**config.mk**
```make
export PLATFORM = sky130hd
export DESIGN_NAME = hwloop_ctrl
export DESIGN_NICKNAME = d
export VERILOG_FILES = /design/src/rtl/hwloop_pkg.sv /design/src/rtl/hwloop_regs.sv /design/src/rtl/hwloop_seq.sv /design/src/rtl/hwloop_excgate.sv /design/src/rtl/hwloop_ctrl.sv
export SDC_FILE = /design/constraint.sdc
export NUM_CORES = 1
export LEC_CHECK = 0
export ABC_AREA = 0
export BUFFER_PORTS_ARGS = -buffer_cell sky130_fd_sc_hd__clkbuf_2
export CORE_MARGIN = 2
export CORE_UTILIZATION = 63
export DETAILED_ROUTE_END_ITERATION = 10
export GPL_ROUTABILITY_DRIVEN = 0
export PLACE_DENSITY = 0.89
export SYNTH_ARGS = -nofsm -noshare
export SYNTH_HDL_FRONTEND = slang
export SYNTH_HIERARCHICAL = 1
export SYNTH_SLANG_ARGS = --single-unit
```
**constraint.sdc**
```tcl
create_clock -name clk -period 12.59 [get_ports clk]
set_input_delay 1.259 -clock clk [delete_from_list [all_inputs] [get_ports clk]]
set_output_delay 1.259 -clock clk [all_outputs]
set_load 0.02 [all_outputs]
```
**src/rtl/hwloop_pkg.sv**
```systemverilog
package hwloop_pkg;
    parameter int ADDR_W     = 32;
    parameter int CNT_W      = 12;
    parameter int INSN_BYTES = 2;
    parameter int DET_SLOTS  = 3;

    typedef logic [ADDR_W-1:0] addr_t;
    typedef logic [CNT_W-1:0]  cnt_t;

    localparam addr_t DET_SPAN = addr_t'(DET_SLOTS * INSN_BYTES);

    typedef struct packed {
        addr_t start_a;
        addr_t end_a;
        cnt_t  count;
    } loop_cfg_t;

    typedef struct packed {
        logic  valid;
        logic  branch;
        addr_t addr;
    } fetch_t;

    // Long bodies detect DET_SLOTS slots before the end, short ones at the start.
    function automatic addr_t detect_addr(addr_t s, addr_t e);
        if ((e - s) >= DET_SPAN)
            return e - DET_SPAN;
        else
            return s;
    endfunction
endpackage

```
**src/rtl/hwloop_regs.sv**
```systemverilog
module hwloop_regs
    import hwloop_pkg::*;
(
    input  logic      clk,
    input  logic      rst,
    input  logic      wr_start,
    input  logic      wr_end,
    input  logic      wr_count,
    input  addr_t     wr_data,
    input  logic      dec,
    output loop_cfg_t cfg
);
    always_ff @(posedge clk) begin
        if (rst) begin
            cfg <= '0;
        end else begin
            if (wr_start) cfg.start_a <= wr_data;
            if (wr_end)   cfg.end_a   <= wr_data;
            if (wr_count)
                cfg.count <= wr_data[CNT_W-1:0];
            else if (dec)
                cfg.count <= cfg.count - cnt_t'(1);
        end
    end
endmodule

```
**src/rtl/hwloop_seq.sv**
```systemverilog
module hwloop_seq
    import hwloop_pkg::*;
(
    input  logic      clk,
    input  logic      rst,
    input  fetch_t    f,
    input  loop_cfg_t cfg,
    input  logic      count_wr,
    output logic      window,
    output logic      end_pass,
    output logic      redirect
);
    logic  armed_q;
    logic  count_nz;
    logic  hit_det;
    logic  at_end;
    logic  armed_eff;
    addr_t det_a;

    assign det_a     = detect_addr(cfg.start_a, cfg.end_a);
    assign count_nz  = (cfg.count != '0);
    assign hit_det   = f.valid && count_nz && (f.addr == det_a);
    assign at_end    = f.valid && (f.addr == cfg.end_a);
    // A branch arrival anywhere but the detection slot breaks the pass.
    assign armed_eff = hit_det || (armed_q && !(f.valid && f.branch));

    assign window    = count_nz && armed_eff;
    assign end_pass  = at_end && count_nz && armed_eff;
    assign redirect  = end_pass && (cfg.count > cnt_t'(1));

    always_ff @(posedge clk) begin
        if (rst || count_wr)
            armed_q <= 1'b0;
        else if (!count_nz || at_end)
            armed_q <= 1'b0;
        else
            armed_q <= armed_eff;
    end
endmodule

```
**src/rtl/hwloop_excgate.sv**
```systemverilog
module hwloop_excgate (
    input  logic window,
    input  logic hold_req,
    input  logic nohold_req,
    output logic hold,
    output logic take
);
    assign hold = hold_req && window;
    assign take = nohold_req || (hold_req && !window);
endmodule

```
**src/rtl/hwloop_ctrl.sv**
```systemverilog
module hwloop_ctrl
    import hwloop_pkg::*;
(
    input  logic              clk,
    input  logic              rst,
    input  logic              wr_start_en,
    input  logic              wr_end_en,
    input  logic              wr_count_en,
    input  logic [ADDR_W-1:0] wr_data,
    input  logic              fetch_valid,
    input  logic              fetch_branch,
    input  logic [ADDR_W-1:0] fetch_addr,
    input  logic              exc_hold_req,
    input  logic              exc_nohold_req,
    output logic              redirect_valid,
    output logic [ADDR_W-1:0] redirect_addr,
    output logic [CNT_W-1:0]  loop_count,
    output logic              exc_hold,
    output logic              exc_take
);
    loop_cfg_t cfg;
    fetch_t    fch;
    logic      window;
    logic      end_pass;

    assign fch.valid  = fetch_valid;
    assign fch.branch = fetch_branch;
    assign fch.addr   = fetch_addr;

    hwloop_regs u_regs (
        .clk      (clk),
        .rst      (rst),
        .wr_start (wr_start_en),
        .wr_end   (wr_end_en),
        .wr_count (wr_count_en),
        .wr_data  (wr_data),
        .dec      (end_pass),
        .cfg      (cfg)
    );

    hwloop_seq u_seq (
        .clk      (clk),
        .rst      (rst),
        .f        (fch),
        .cfg      (cfg),
        .count_wr (wr_count_en),
        .window   (window),
        .end_pass (end_pass),
        .redirect (redirect_valid)
    );

    hwloop_excgate u_exc (
        .window     (window),
        .hold_req   (exc_hold_req),
        .nohold_req (exc_nohold_req),
        .hold       (exc_hold),
        .take       (exc_take)
    );

    assign redirect_addr = cfg.start_a;
    assign loop_count    = cfg.count;
endmodule

```
==> impl_metrics.yaml <==
die:
  dieArea_um2: 12200
  coreArea_um2: 11000
  fp-row-count: 38
  start_util_pct: 65.2
  die_h_um: 111
  num_io_pins: 120
  die_x_um: 111
final_layout:
  fin_area_um2: 8120
  final_common_cell: "nor2_1"
  syn2layout_area_growth_pct: 13.4
  antenna_cells: 0
  fin_nets: 1136
  mostFrequentLayoutCells: "nor2_1 (131), clkbuf_2 (119), mux2i_1 (80), nand2_1 (77), dfxtp_1 (77)"
  layout.cells.non_filler: 1174
  drive_gt1_share_pct: 16.5
sta:
  worstMarginPinSlew_ns: 1.19
  hold_viol: 0
  period_share_pct: 58.3
  slew_headroom_pct: 20.8
  rsz0062_at_grt: "false"
  setup_slack_ns: 5.25
  skew_ns: 0.00803
  finalCriticalPeriod_ns: 7.34
  slew_violations: 0
  setup_viol: 0
  fmaxAchievable_ghz: 0.136
  setup_tns_ns: 0
power_and_ir_drop:
  leakage_nw: 3.68
  p_comb_share_pct: 37.2
  peakVddDrop_mv: 0.0956
  power.switching_mw: 0.339
  clockPowerShare_pct: 31.5
  power.density_nw_per_um2: 112
  p_seq_share_pct: 31.3
  sw_frac_of_total_pct: 37.3
  p_int_mw: 0.570
clock_tree:
  cts_sinks: 77
  cts.path.max_buffers: 2
  cts_tree: "done"
  clock-root-buffer: "clkbuf_16"
  post_cts_resized: 0
  ctsHoldBuffers: 0
  cts_setup_buffers: 0
  path_clk_slew_ns: 0.06
  insertion_delay_ns: 0.35
  cts_buffers: 9
  htree_levels: 3
critical_path:
  arrival_ns: 6.08
  r2r-end: "u_regs/cfg[11]"
  cp-end-kind: "output pin"
  path_common_cell: "a21oi_1"
  path_class: "reg -> out"
  startpoint_type: "flip-flop"
  worstPathRequired_ns: 11.33
  cp_num_buf_inv: 3
  r2r_cells: 20
  path_depth: 19
  rrSetupSlack_ns: 5.54
  critPathLaunch: "u_regs/cfg[24]"
  max_stage_delay_ns: 0.55
  path_max_fanout: 41
  critPathTopFamily: "simple AND/OR/NAND/NOR gates"
  cp_cell_sequence: "ha_1 -> a21oi_1 -> o21a_1 -> nand2_1 -> o21ai_1 -> a21oi_1 -> or3b_1 -> or4_1 -> nor4_4 -> buf_4 -> and3_1 -> a2111oi_0 -> nor4_1 -> nand4_1 -> or4_4 -> a21oi_1 -> inv_1 -> a21o_1 -> clkbuf_2"
  reg2reg_from: "u_regs/cfg[24]"
  critPathSlowestCell: "or4_4"
  worstSetupEndpoint: "exc_take"
synthesis:
  synth_fp_nets: 1042
  synth_area_um2: 7160
  synth_cell_type_count: 78
  yosysTopAreaCell: "dfxtp_1"
  synth-edff-count: 0
  synth_top_flop_cell: "dfxtp_1"
  ys_seq_area_share_pct: 21.5
  ys_seq_elements: 77
  synthCells: 935
  synth_top_area_share_pct: 21.5
  yosysWarningCount: 6
  async_reset_ff_share_pct: 0
  syn_area_per_cell_um2: 7.66
  synthTopCellsByArea: "dfxtp_1 (22%), mux2i_1 (11%), nor2_1 (6.9%)"
routing:
  first_iter_violations: 931
  drc_errors: 0
  viasPerCell: 6.53
  wl_met2_mm: 10.2
  wl_met3_mm: 2.27
  num_vias: 7672
  routed_wl_mm: 22.6
  drt-met1-wl_mm: 9.16
  post_drt_wl_per_cell_um: 19.3
  highest_layer: "met4"
  drtAntennaViolNets: 0
  drt_pass1_iterations: 8
placement:
  io_buffers: 119
  dpl_cell_area_um2: 7800
  dp_hpwl_mm: 16.9
  dp.cells: 1158
  dp_slack_ns: 5.80
outcome:
  status: "completed"
global_routing:
  grt_antenna_before_repair: 0
  grt_first_pass_wirelength_mm: 35.7
  grt_usage_pct: 35.6
  grt_max_degree: 79
  first_global_vias: 7102
  gr-total-overflow: 0
run:
  maxCapViolCount: 0
hold_path:
  hold_path_class: "reg -> reg"
## through the flow
stage | total power, mW | utilization, % | hold WS [ns]
detailed placement | 0.610 | 71.0 | 0.512
CTS | 0.894 | 74.0 | 0.528
floorplan | 0.521 | - | 0.484
global route | 0.945 | 74.0 | 0.580
finish | 0.909 | 74.0 | 0.529
global placement | 0.605 | 71.0 | 0.500
## worst register-to-register path: cells and delay by family (launching register included)
kind,cells,cell delay (ns)
buf+inv,1,0.39
simple gates,11,3.48
compound gates,6,1.78
mux,1,0.36
flops,1,0.49
fa+ha+maj,1,0.48
## kinds of logic after synthesis
| group | Yosys count | share of synthesized area (%) |
|---|---|---|
| simple gates | 377 | 26.5 |
| fa+ha+maj | 34 | 6.04 |
| flops | 77 | 21.5 |
| xor+xnor | 98 | 12.1 |
| buf+inv | 89 | 5.03 |
| mux | 83 | 11.7 |
| compound gates | 177 | 17.2 |
## cells in the mapped netlist (all sizes together) (12+ instances only)
| cell | instances |
|---|---|
| clkbuf | 18 |
| a211oi | 12 |
| ha | 33 |
| and3 | 15 |
| a2111oi | 12 |
| o21ai | 29 |
| nor4 | 19 |
| buf | 21 |
| nand2 | 77 |
| dfxtp | 77 |
| nor2 | 131 |
| nor3 | 34 |
| nand3 | 18 |
| or4 | 12 |
| mux2i | 80 |
| a21oi | 53 |
| xnor2 | 52 |
| xor2 | 46 |
| inv | 50 |
| nand4 | 18 |
## flip-flops by register name, summed over array words and instances, names as in the netlist
signal and flops:
u_regs/cfg 76, u_seq/armed_q 1
## area by class of cell
class                      instances  area [um2]
multi-input combinational        769        5280
timing repair buffer             122         618
tap                              140         175
fill                             825        2860
sequential                        77        1540
clock buffer                      10         239
clock inverter                     6        86.3
inverter                          50         188
## routing by layer
metal | GRT usage, % | up-vias
li1 | - | 3551
met1 | 46.3 | 3546
met2 | 56.2 | 478
met3 | 7.85 | 97
met4 | 16.7 | 0
met5 | 0 | -
## power by group through the flow
stage	clock [mW]	combinational, mW	sequential (mW)
5_1_grt	0.294	0.365	0.287
4_1_cts	0.284	0.326	0.284
6_report	0.286	0.339	0.285
2_1_floorplan	0	0.231	0.291
3_5_place_dp	0	0.322	0.288
3_3_place_gp	0	0.318	0.288
## how the worst min path moves through the flow
stage | from | endpoint | depth (start not counted)
after floorplan | u_regs/cfg[12] | u_regs/cfg[12] | 2
after global placement | u_regs/cfg[12] | u_regs/cfg[12] | 2
after detailed placement | u_regs/cfg[47] | u_regs/cfg[47] | 2
after CTS | u_regs/cfg[47] | u_regs/cfg[47] | 2
after global routing | u_regs/cfg[12] | u_regs/cfg[12] | 2
final | u_regs/cfg[47] | u_regs/cfg[47] | 2
Power figures use the tool's default switching activity.
